## src/rtl/ldu_pkg.sv

```systemverilog
package ldu_pkg;
   typedef enum logic [2:0] {
      LK_WORD   = 3'd0,
      LK_BYTE   = 3'd1,
      LK_HALF   = 3'd2,
      LK_SBYTE  = 3'd3,
      LK_SHALF  = 3'd4,
      LK_DOUBLE = 3'd5,
      LK_BLOCK  = 3'd6,
      LK_SWAP   = 3'd7
   } ld_kind_e;

   localparam int unsigned LAT_W = 2;
endpackage

```

## src/rtl/ldu_latency.sv

```systemverilog
module ldu_latency
   import ldu_pkg::*;
#(
   parameter int unsigned NREG  = 16,
   parameter int unsigned REG_W = $clog2(NREG)
) (
   input  logic             valid,
   input  logic [2:0]       kind,
   input  logic [REG_W-1:0] reg_in,
   input  logic [NREG-1:0]  list,
   input  logic [1:0]       addr_lo,
   input  logic             pc_dest,
   input  logic             abort,
   output logic             arm,
   output logic [REG_W-1:0] idx,
   output logic [LAT_W-1:0] lat
);
   localparam logic [REG_W-1:0] PC_IDX = REG_W'(NREG - 1);

   logic     arm_kind;
   ld_kind_e k;

   assign k = ld_kind_e'(kind);

   always_comb begin
      arm_kind = 1'b1;
      idx      = reg_in;
      lat      = LAT_W'(2);
      unique case (k)
         LK_WORD: lat = (addr_lo != 2'b00) ? LAT_W'(2) : LAT_W'(1);
         LK_BYTE, LK_HALF, LK_SBYTE, LK_SHALF: lat = LAT_W'(2);
         LK_DOUBLE: begin
            lat = LAT_W'(1);
            idx = reg_in + REG_W'(1);
            if (reg_in[0]) arm_kind = 1'b0;
         end
         LK_BLOCK: begin
            lat = LAT_W'(1);
            for (int i = 0; i < NREG; i++) begin
               if (list[i]) idx = REG_W'(i);
            end
            if (list == '0 || list[NREG-1]) arm_kind = 1'b0;
         end
         LK_SWAP: lat = LAT_W'(1);
         default: arm_kind = 1'b0;
      endcase
   end

   assign arm = valid && arm_kind && !abort && !pc_dest && (idx != PC_IDX);

   // the program-counter entry is never armed
   always_comb begin
      if (arm) a_r7_never_pc: assert (idx != PC_IDX);
   end
endmodule

```

## src/rtl/ldu_entry_bank.sv

```systemverilog
module ldu_entry_bank #(
   parameter int unsigned NREG  = 16,
   parameter int unsigned REG_W = $clog2(NREG),
   parameter int unsigned TS_W  = 64
) (
   input  logic                 clk,
   input  logic                 rst_n,
   input  logic                 we,
   input  logic [REG_W-1:0]     widx,
   input  logic [TS_W-1:0]      wready,
   input  logic                 wtag,
   output logic [NREG*TS_W-1:0] ready_flat,
   output logic [NREG-1:0]      tag_vec
);
   for (genvar r = 0; r < NREG; r++) begin : g_ent
      logic [TS_W-1:0] ready_q;
      logic            tag_q;

      always_ff @(posedge clk) begin
         if (!rst_n) begin
            ready_q <= '0;
            tag_q   <= 1'b0;
         end else if (we && widx == REG_W'(r)) begin
            ready_q <= wready;
            tag_q   <= wtag;
         end
      end

      assign ready_flat[r*TS_W +: TS_W] = ready_q;
      assign tag_vec[r]                 = tag_q;
   end
endmodule

```

## src/rtl/ldu_wait_sel.sv

```systemverilog
module ldu_wait_sel #(
   parameter int unsigned NREG    = 16,
   parameter int unsigned REG_W   = $clog2(NREG),
   parameter int unsigned TS_W    = 64,
   parameter int unsigned STALL_W = 8
) (
   input  logic [NREG*TS_W-1:0] ready_flat,
   input  logic [NREG-1:0]      tag_vec,
   input  logic [TS_W-1:0]      ts,
   input  logic [REG_W-1:0]     src_a,
   input  logic [REG_W-1:0]     src_b,
   input  logic                 two,
   output logic [STALL_W-1:0]   wait_a,
   output logic [STALL_W-1:0]   wait_b,
   output logic [STALL_W-1:0]   stall,
   output logic                 tag
);
   logic [REG_W-1:0]   src [2];
   logic [STALL_W-1:0] w   [2];
   logic               tg  [2];
   logic               pick_b;

   assign src[0] = src_a;
   assign src[1] = src_b;

   for (genvar s = 0; s < 2; s++) begin : g_src
      logic [TS_W-1:0] rdy;
      logic [TS_W-1:0] raw;

      assign rdy   = ready_flat[src[s]*TS_W +: TS_W];
      assign raw   = (rdy > ts) ? (rdy - ts) : '0;
      assign tg[s] = tag_vec[src[s]];

      if (STALL_W < TS_W) begin : g_sat
         assign w[s] = (|raw[TS_W-1:STALL_W]) ? '1 : raw[STALL_W-1:0];
      end else begin : g_full
         assign w[s] = raw;
      end
   end

   assign wait_a = w[0];
   assign wait_b = w[1];
   assign pick_b = two && (w[1] > w[0]);
   assign stall  = pick_b ? w[1] : w[0];
   assign tag    = (stall == '0) ? 1'b0 : (pick_b ? tg[1] : tg[0]);
endmodule

```

## src/rtl/ldu_scoreboard.sv

```systemverilog
module ldu_scoreboard
   import ldu_pkg::*;
#(
   parameter int unsigned NREG    = 16,
   parameter int unsigned TS_W    = 64,
   parameter int unsigned CYC_W   = 8,
   parameter int unsigned STALL_W = 8
) (
   input  logic                   clk,
   input  logic                   rst_n,
   input  logic                   wb_valid,
   input  logic [2:0]             wb_kind,
   input  logic [$clog2(NREG)-1:0] wb_reg,
   input  logic [NREG-1:0]        wb_list,
   input  logic [1:0]             wb_addr_lo,
   input  logic                   wb_pc_dest,
   input  logic                   wb_abort,
   input  logic [CYC_W-1:0]       wb_cycles,
   input  logic                   wb_mul,
   input  logic                   q_valid,
   input  logic [$clog2(NREG)-1:0] q_src_a,
   input  logic [$clog2(NREG)-1:0] q_src_b,
   input  logic                   q_two,
   output logic [STALL_W-1:0]     q_stall,
   output logic                   q_type
);
   localparam int unsigned REG_W = $clog2(NREG);

   if (NREG < 2 || (1 << REG_W) != NREG) begin : g_bad_nreg
      $error("NREG must be a power of two of at least 2");
   end
   if (STALL_W > TS_W || CYC_W >= TS_W) begin : g_bad_width
      $error("STALL_W and CYC_W must fit inside TS_W");
   end

   logic [TS_W-1:0]      ts_q;
   logic                 arm;
   logic [REG_W-1:0]     widx;
   logic [LAT_W-1:0]     lat;
   logic [TS_W-1:0]      wready;
   logic [NREG*TS_W-1:0] ready_flat;
   logic [NREG-1:0]      tag_vec;
   logic [STALL_W-1:0]   wait_a;
   logic [STALL_W-1:0]   wait_b;

   always_ff @(posedge clk) begin
      if (!rst_n) ts_q <= '0;
      else        ts_q <= ts_q + TS_W'(1) + (q_valid ? TS_W'(q_stall) : '0);
   end

   ldu_latency #(.NREG(NREG), .REG_W(REG_W)) i_latency (
      .valid   (wb_valid),
      .kind    (wb_kind),
      .reg_in  (wb_reg),
      .list    (wb_list),
      .addr_lo (wb_addr_lo),
      .pc_dest (wb_pc_dest),
      .abort   (wb_abort),
      .arm     (arm),
      .idx     (widx),
      .lat     (lat)
   );

   assign wready = ts_q + TS_W'(wb_cycles) + TS_W'(lat);

   ldu_entry_bank #(.NREG(NREG), .REG_W(REG_W), .TS_W(TS_W)) i_bank (
      .clk        (clk),
      .rst_n      (rst_n),
      .we         (arm),
      .widx       (widx),
      .wready     (wready),
      .wtag       (wb_mul),
      .ready_flat (ready_flat),
      .tag_vec    (tag_vec)
   );

   ldu_wait_sel #(.NREG(NREG), .REG_W(REG_W), .TS_W(TS_W), .STALL_W(STALL_W)) i_sel (
      .ready_flat (ready_flat),
      .tag_vec    (tag_vec),
      .ts         (ts_q),
      .src_a      (q_src_a),
      .src_b      (q_src_b),
      .two        (q_two),
      .wait_a     (wait_a),
      .wait_b     (wait_b),
      .stall      (q_stall),
      .tag        (q_type)
   );

   // an untouched entry decays by one per plain clock
   a_r10_stall_decay: assert property (@(posedge clk) disable iff (!rst_n)
      (!$past(wb_valid) && !$past(q_valid) && !q_two && !$past(q_two) &&
       $stable(q_src_a) && $past(q_stall) != '0 && $past(q_stall) != '1)
      |-> q_stall == $past(q_stall) - STALL_W'(1));

   // a taken stall is fully charged to the timestamp
   a_r11_query_advance: assert property (@(posedge clk) disable iff (!rst_n)
      (!$past(wb_valid) && $past(q_valid) && !q_two && !$past(q_two) &&
       $stable(q_src_a) && $past(q_stall) != '1)
      |-> q_stall == '0);

   // a PC-destination writeback leaves every entry as it was
   a_r7_pc_holds: assert property (@(posedge clk) disable iff (!rst_n)
      (wb_valid && wb_pc_dest) |=> $stable(ready_flat));

   // an aborted writeback leaves every entry as it was
   a_r8_abort_holds: assert property (@(posedge clk) disable iff (!rst_n)
      (wb_valid && wb_abort) |=> $stable(ready_flat));

   // the stall covers every enabled source and equals one of them
   a_r9_max_cover: assert property (@(posedge clk) disable iff (!rst_n)
      (q_stall >= wait_a) && (!q_two || q_stall >= wait_b) &&
      (q_stall == wait_a || (q_two && q_stall == wait_b)));
endmodule

```

## config.mk

```make
export PLATFORM = sky130hd
export DESIGN_NAME = ldu_scoreboard
export DESIGN_NICKNAME = d
export VERILOG_FILES = /design/src/rtl/ldu_pkg.sv /design/src/rtl/ldu_latency.sv /design/src/rtl/ldu_entry_bank.sv /design/src/rtl/ldu_wait_sel.sv /design/src/rtl/ldu_scoreboard.sv
export SDC_FILE = /design/constraint.sdc
export NUM_CORES = 2
export LEC_CHECK = 0
export BUFFER_PORTS_ARGS = -buffer_cell sky130_fd_sc_hd__buf_2
export CORE_MARGIN = 2
export CORE_UTILIZATION = 60
export CTS_CLUSTER_SIZE = 16
export DETAILED_ROUTE_END_ITERATION = 6
export PLACE_DENSITY_LB_ADDON = 0.15
export SLEW_MARGIN = 10
export SYNTH_ARGS = -nofsm -noshare
export SYNTH_HDL_FRONTEND = slang
export SYNTH_SLANG_ARGS = --single-unit
```

## constraint.sdc

```tcl
create_clock -name clk -period 14 [get_ports clk]
set_input_delay 1.4 -clock clk [delete_from_list [all_inputs] [get_ports clk]]
set_output_delay 1.4 -clock clk [all_outputs]
set_load 0.02 [all_outputs]
```

==> flow_metrics.env <==
export IMPL_syn_nets=6613
export IMPL_ys_async_sr_fraction_pct=0
export IMPL_ys_ff_latch=1104
export IMPL_die_y_um=336
export IMPL_cts_made_buffers=115
export IMPL_violations="DRC"
export IMPL_fillers=8504
export IMPL_worstPathMaxFanout=33
export IMPL_end_kind="register"
export IMPL_synth_area_per_cell_um2=10.4
export IMPL_critPathCapture="ts_q[46]"
export IMPL_cp_startpoint="q_src_b[0]"
export IMPL_drt_wirelength_per_cell_um=27.9
export IMPL_cts_resized=0
export IMPL_clkTransAtPathRegs_ns=0.06
export IMPL_grt_antenna_before_repair=11
export IMPL_cts_buffer_depth=3
export IMPL_hold_viol=0
export IMPL_cts_sinks=1104
export IMPL_grt_max_degree=266
export IMPL_port_buffers=57
export IMPL_cap_violations=0
export IMPL_syn2layout_area_growth_pct=8.52
export IMPL_drv_slew=0
export IMPL_hold_path_class="register to register"
export IMPL_drtIter0Drc=5213
export IMPL_place_gp_congestion=1.04
export IMPL_ios=58
export IMPL_skew_ns=0.0389
export IMPL_cp_arrival_ns=13.44
export IMPL_cp_start_kind="primary input"
export IMPL_finalSetupTns_ns=0
export IMPL_fin_crit_ns=12.82
export IMPL_dp_hpwl_um=147000
export IMPL_post_cts_buffers=0
export IMPL_cp_required_ns=14.62
export IMPL_synth_cells=6399
export IMPL_clock_latency_ns=0.75
export IMPL_rrSetupSlack_ns=2.34
export IMPL_critical_path_max_stage_delay_ns=0.87
export IMPL_start_util_pct=60.7
export IMPL_grt_ovfl_total=0
export IMPL_yosys_most_used_dff="dfxtp_1"
export IMPL_h_tree_depth=3
export IMPL_ff2ff_path_depth=42
export IMPL_final_seq_area_mm2=0.0221
export IMPL_nets=6337
export IMPL_setup_violations=0
export IMPL_finalNonFillerCells=7702
export IMPL_drc_errors=2
export IMPL_wl_um=215000
export IMPL_worst_slew_pin_slew_ns=1.42
export IMPL_clockRootBuffer="clkbuf_16"
export IMPL_cts_hold_buf=0
export IMPL_multi_input_area_mm2=0.0417
export IMPL_die_area_mm2=0.113
export IMPL_drive_gt1_share_pct=18.3
export IMPL_cp_depth=44
export IMPL_vias=53481
export IMPL_status="finished with violations"
export IMPL_p_leak_nw=35.8
export IMPL_grt_pass1_wl_um=324000
export IMPL_max_clock_freq_mhz=78.0
export IMPL_ys_warn_count=0
export IMPL_rsz0062_at_grt="no"
export IMPL_slew_headroom_pct=5.42
export IMPL_core_area_mm2=0.109
export IMPL_critPathBufInv=5
export IMPL_grt_pass1_vias=52253
export IMPL_slowest_stage="or4_1"
export IMPL_power_density_mw_per_mm2=117
export IMPL_fin_crit_sh_pct=91.6
export IMPL_die_w_um=336
export IMPL_vias_per_cell=6.94
export IMPL_postRouteAntennaNets=0
export IMPL_dp_cells=7482
export IMPL_peakVddDrop_uv=120
export IMPL_rows=121
export IMPL_r2r_start="i_bank.g_ent[11].ready_q[23]"
export IMPL_drt_pass1_iterations=7
export IMPL_synth_area_mm2=0.0663
export IMPL_yosysSeqAreaShare_pct=33.3
export IMPL_synth_cell_types=96
export IMPL_cpLargestDelayFamily="simple AND/OR/NAND/NOR gates"
export IMPL_cts_tree="done"
export IMPL_r2r_end="ts_q[46]"
export IMPL_crit_path_frequent_cell="a21o_1"
export IMPL_track_usage_pct=37.6
export IMPL_criticalPathCategory="primary input to register"
export IMPL_synth_edf_count=0
## report_power, final
group	switching (mW)	internal (mW)	leakage (nW)
combinational	1.19	0.732	25.0
sequential	0.0279	3.17	8.90
clock	1.41	1.88	1.95
## cells in the mapped netlist (7+ instances only)
| library cell | instances | share of area (%) |
|---|---|---|
| a211oi_1 | 17 | 0.19 |
| a21boi_0 | 19 | 0.22 |
| a21o_1 | 46 | 0.52 |
| a21oi_1 | 202 | 1.5 |
| a221oi_1 | 7 | 0.093 |
| a31oi_1 | 20 | 0.19 |
| and2_1 | 122 | 1.2 |
| and3_1 | 14 | 0.13 |
| buf_1 | 92 | 0.52 |
| buf_2 | 10 | 0.076 |
| buf_6 | 7 | 0.12 |
| clkbuf_1 | 487 | 2.8 |
| dfxtp_1 | 1104 | 33 |
| ha_1 | 159 | 3.0 |
| inv_1 | 120 | 0.68 |
| mux2i_1 | 157 | 2.4 |
| mux4_2 | 649 | 22 |
| nand2_1 | 1057 | 6.0 |
| nand2b_1 | 20 | 0.19 |
| nand3_1 | 63 | 0.48 |
| nand4_1 | 88 | 0.83 |
| nor2_1 | 188 | 1.1 |
| nor2b_1 | 164 | 1.5 |
| nor3_1 | 57 | 0.43 |
| nor4_1 | 48 | 0.45 |
| o2111ai_1 | 9 | 0.12 |
| o211a_1 | 826 | 12 |
| o211ai_1 | 22 | 0.25 |
| o21a_1 | 51 | 0.58 |
| o21ai_0 | 157 | 1.2 |
| o21bai_1 | 18 | 0.20 |
| o221ai_1 | 8 | 0.11 |
| o22ai_1 | 10 | 0.094 |
| o31ai_1 | 12 | 0.14 |
| or2_2 | 12 | 0.11 |
| or3_1 | 31 | 0.29 |
| or4_1 | 8 | 0.091 |
| xnor2_1 | 157 | 2.1 |
| xor2_1 | 32 | 0.42 |
## final cells by class
cell class	instances	area share, %
Tap cell	1476	2.57
Sequential cell	1104	30.7
Clock inverter	67	1.25
Multi-Input combinational cell	4575	58.0
Antenna cell	4	0.0139
Inverter	120	0.626
Clock buffer	149	4.36
Timing Repair Buffer	207	2.47
## flip-flops by register name (all words and copies together) (netlist names)
signal,flops
i_bank.g_ent.tag_q,16
ts_q,64
i_bank.g_ent.ready_q,1024
## cells by family (layout without fill, tap and decap cells)
| family | count (synthesis) | in the layout | share of synthesized area (%) |
|---|---|---|---|
| AO/OA/AOI/OAI | 1502 | 1502 | 19.0 |
| XOR/XNOR | 189 | 189 | 2.50 |
| buffers and inverters | 720 | 543 | 4.20 |
| flip-flops | 1104 | 1104 | 33.3 |
| AND/OR/NAND/NOR | 1908 | 1908 | 13.2 |
| other | 0 | 4 | 0 |
| multiplexers | 811 | 811 | 24.5 |
| adder cells (fa/ha/maj) | 165 | 165 | 3.18 |
## layer usage
layer | wire (um) | global-route usage (%)
met1 | 87300 | 50.5
met3 | 16800 | 5.87
met5 | 79 | 0
met2 | 101000 | 61.0
met4 | 9440 | 15.3
## per-stage QoR
| step | power [mW] | worst slack, ns | util [%] | area [um^2] | hold slack, ns |
|---|---|---|---|---|---|
| floorplan | 4.59 | 2.40 | - | 66300 | 0.442 |
| global placement | 5.16 | 0.727 | 62.2 | 67900 | 0.455 |
| detailed placement | 5.14 | 0.714 | 62.2 | 67900 | 0.462 |
| CTS | 8.39 | 1.43 | 65.9 | 71900 | 0.480 |
| global route | 8.68 | 0.601 | 65.9 | 71900 | 0.488 |
| finish | 8.40 | 1.18 | 65.9 | 71900 | 0.476 |
## cell usage in the layout (no fill, tap or decap), drive strengths merged, types with 22 or more instances in the layout
cell type / netlist / final
o21ai: 166 / 166
xnor2: 157 / 157
o211ai: 22 / 22
and2: 123 / 123
dfxtp: 1104 / 1104
o211a: 826 / 826
inv: 120 / 130
clkinv: 0 / 32
nand3: 63 / 63
buf: 111 / 207
clkbuf: 489 / 149
nor4: 49 / 49
nand4: 88 / 88
ha: 159 / 159
mux2i: 157 / 157
nor2b: 164 / 164
mux4: 650 / 650
nor2: 189 / 189
or3: 32 / 32
o21a: 51 / 51
xor2: 32 / 32
a21o: 46 / 46
nor3: 57 / 57
nand2: 1058 / 1058
a21oi: 207 / 207
## worst min path at each step
stage / depth (start not counted) / from / to
global route: 1 / i_bank.g_ent[15].ready_q[62] / i_bank.g_ent[15].ready_q[62]
detailed placement: 1 / i_bank.g_ent[15].ready_q[30] / i_bank.g_ent[15].ready_q[30]
floorplan: 1 / i_bank.g_ent[15].ready_q[0] / i_bank.g_ent[15].ready_q[0]
finish: 1 / i_bank.g_ent[15].ready_q[62] / i_bank.g_ent[15].ready_q[62]
global placement: 1 / i_bank.g_ent[15].ready_q[20] / i_bank.g_ent[15].ready_q[20]
CTS: 1 / i_bank.g_ent[15].ready_q[62] / i_bank.g_ent[15].ready_q[62]
No activity file was read; power rests on OpenSTA's default activity.
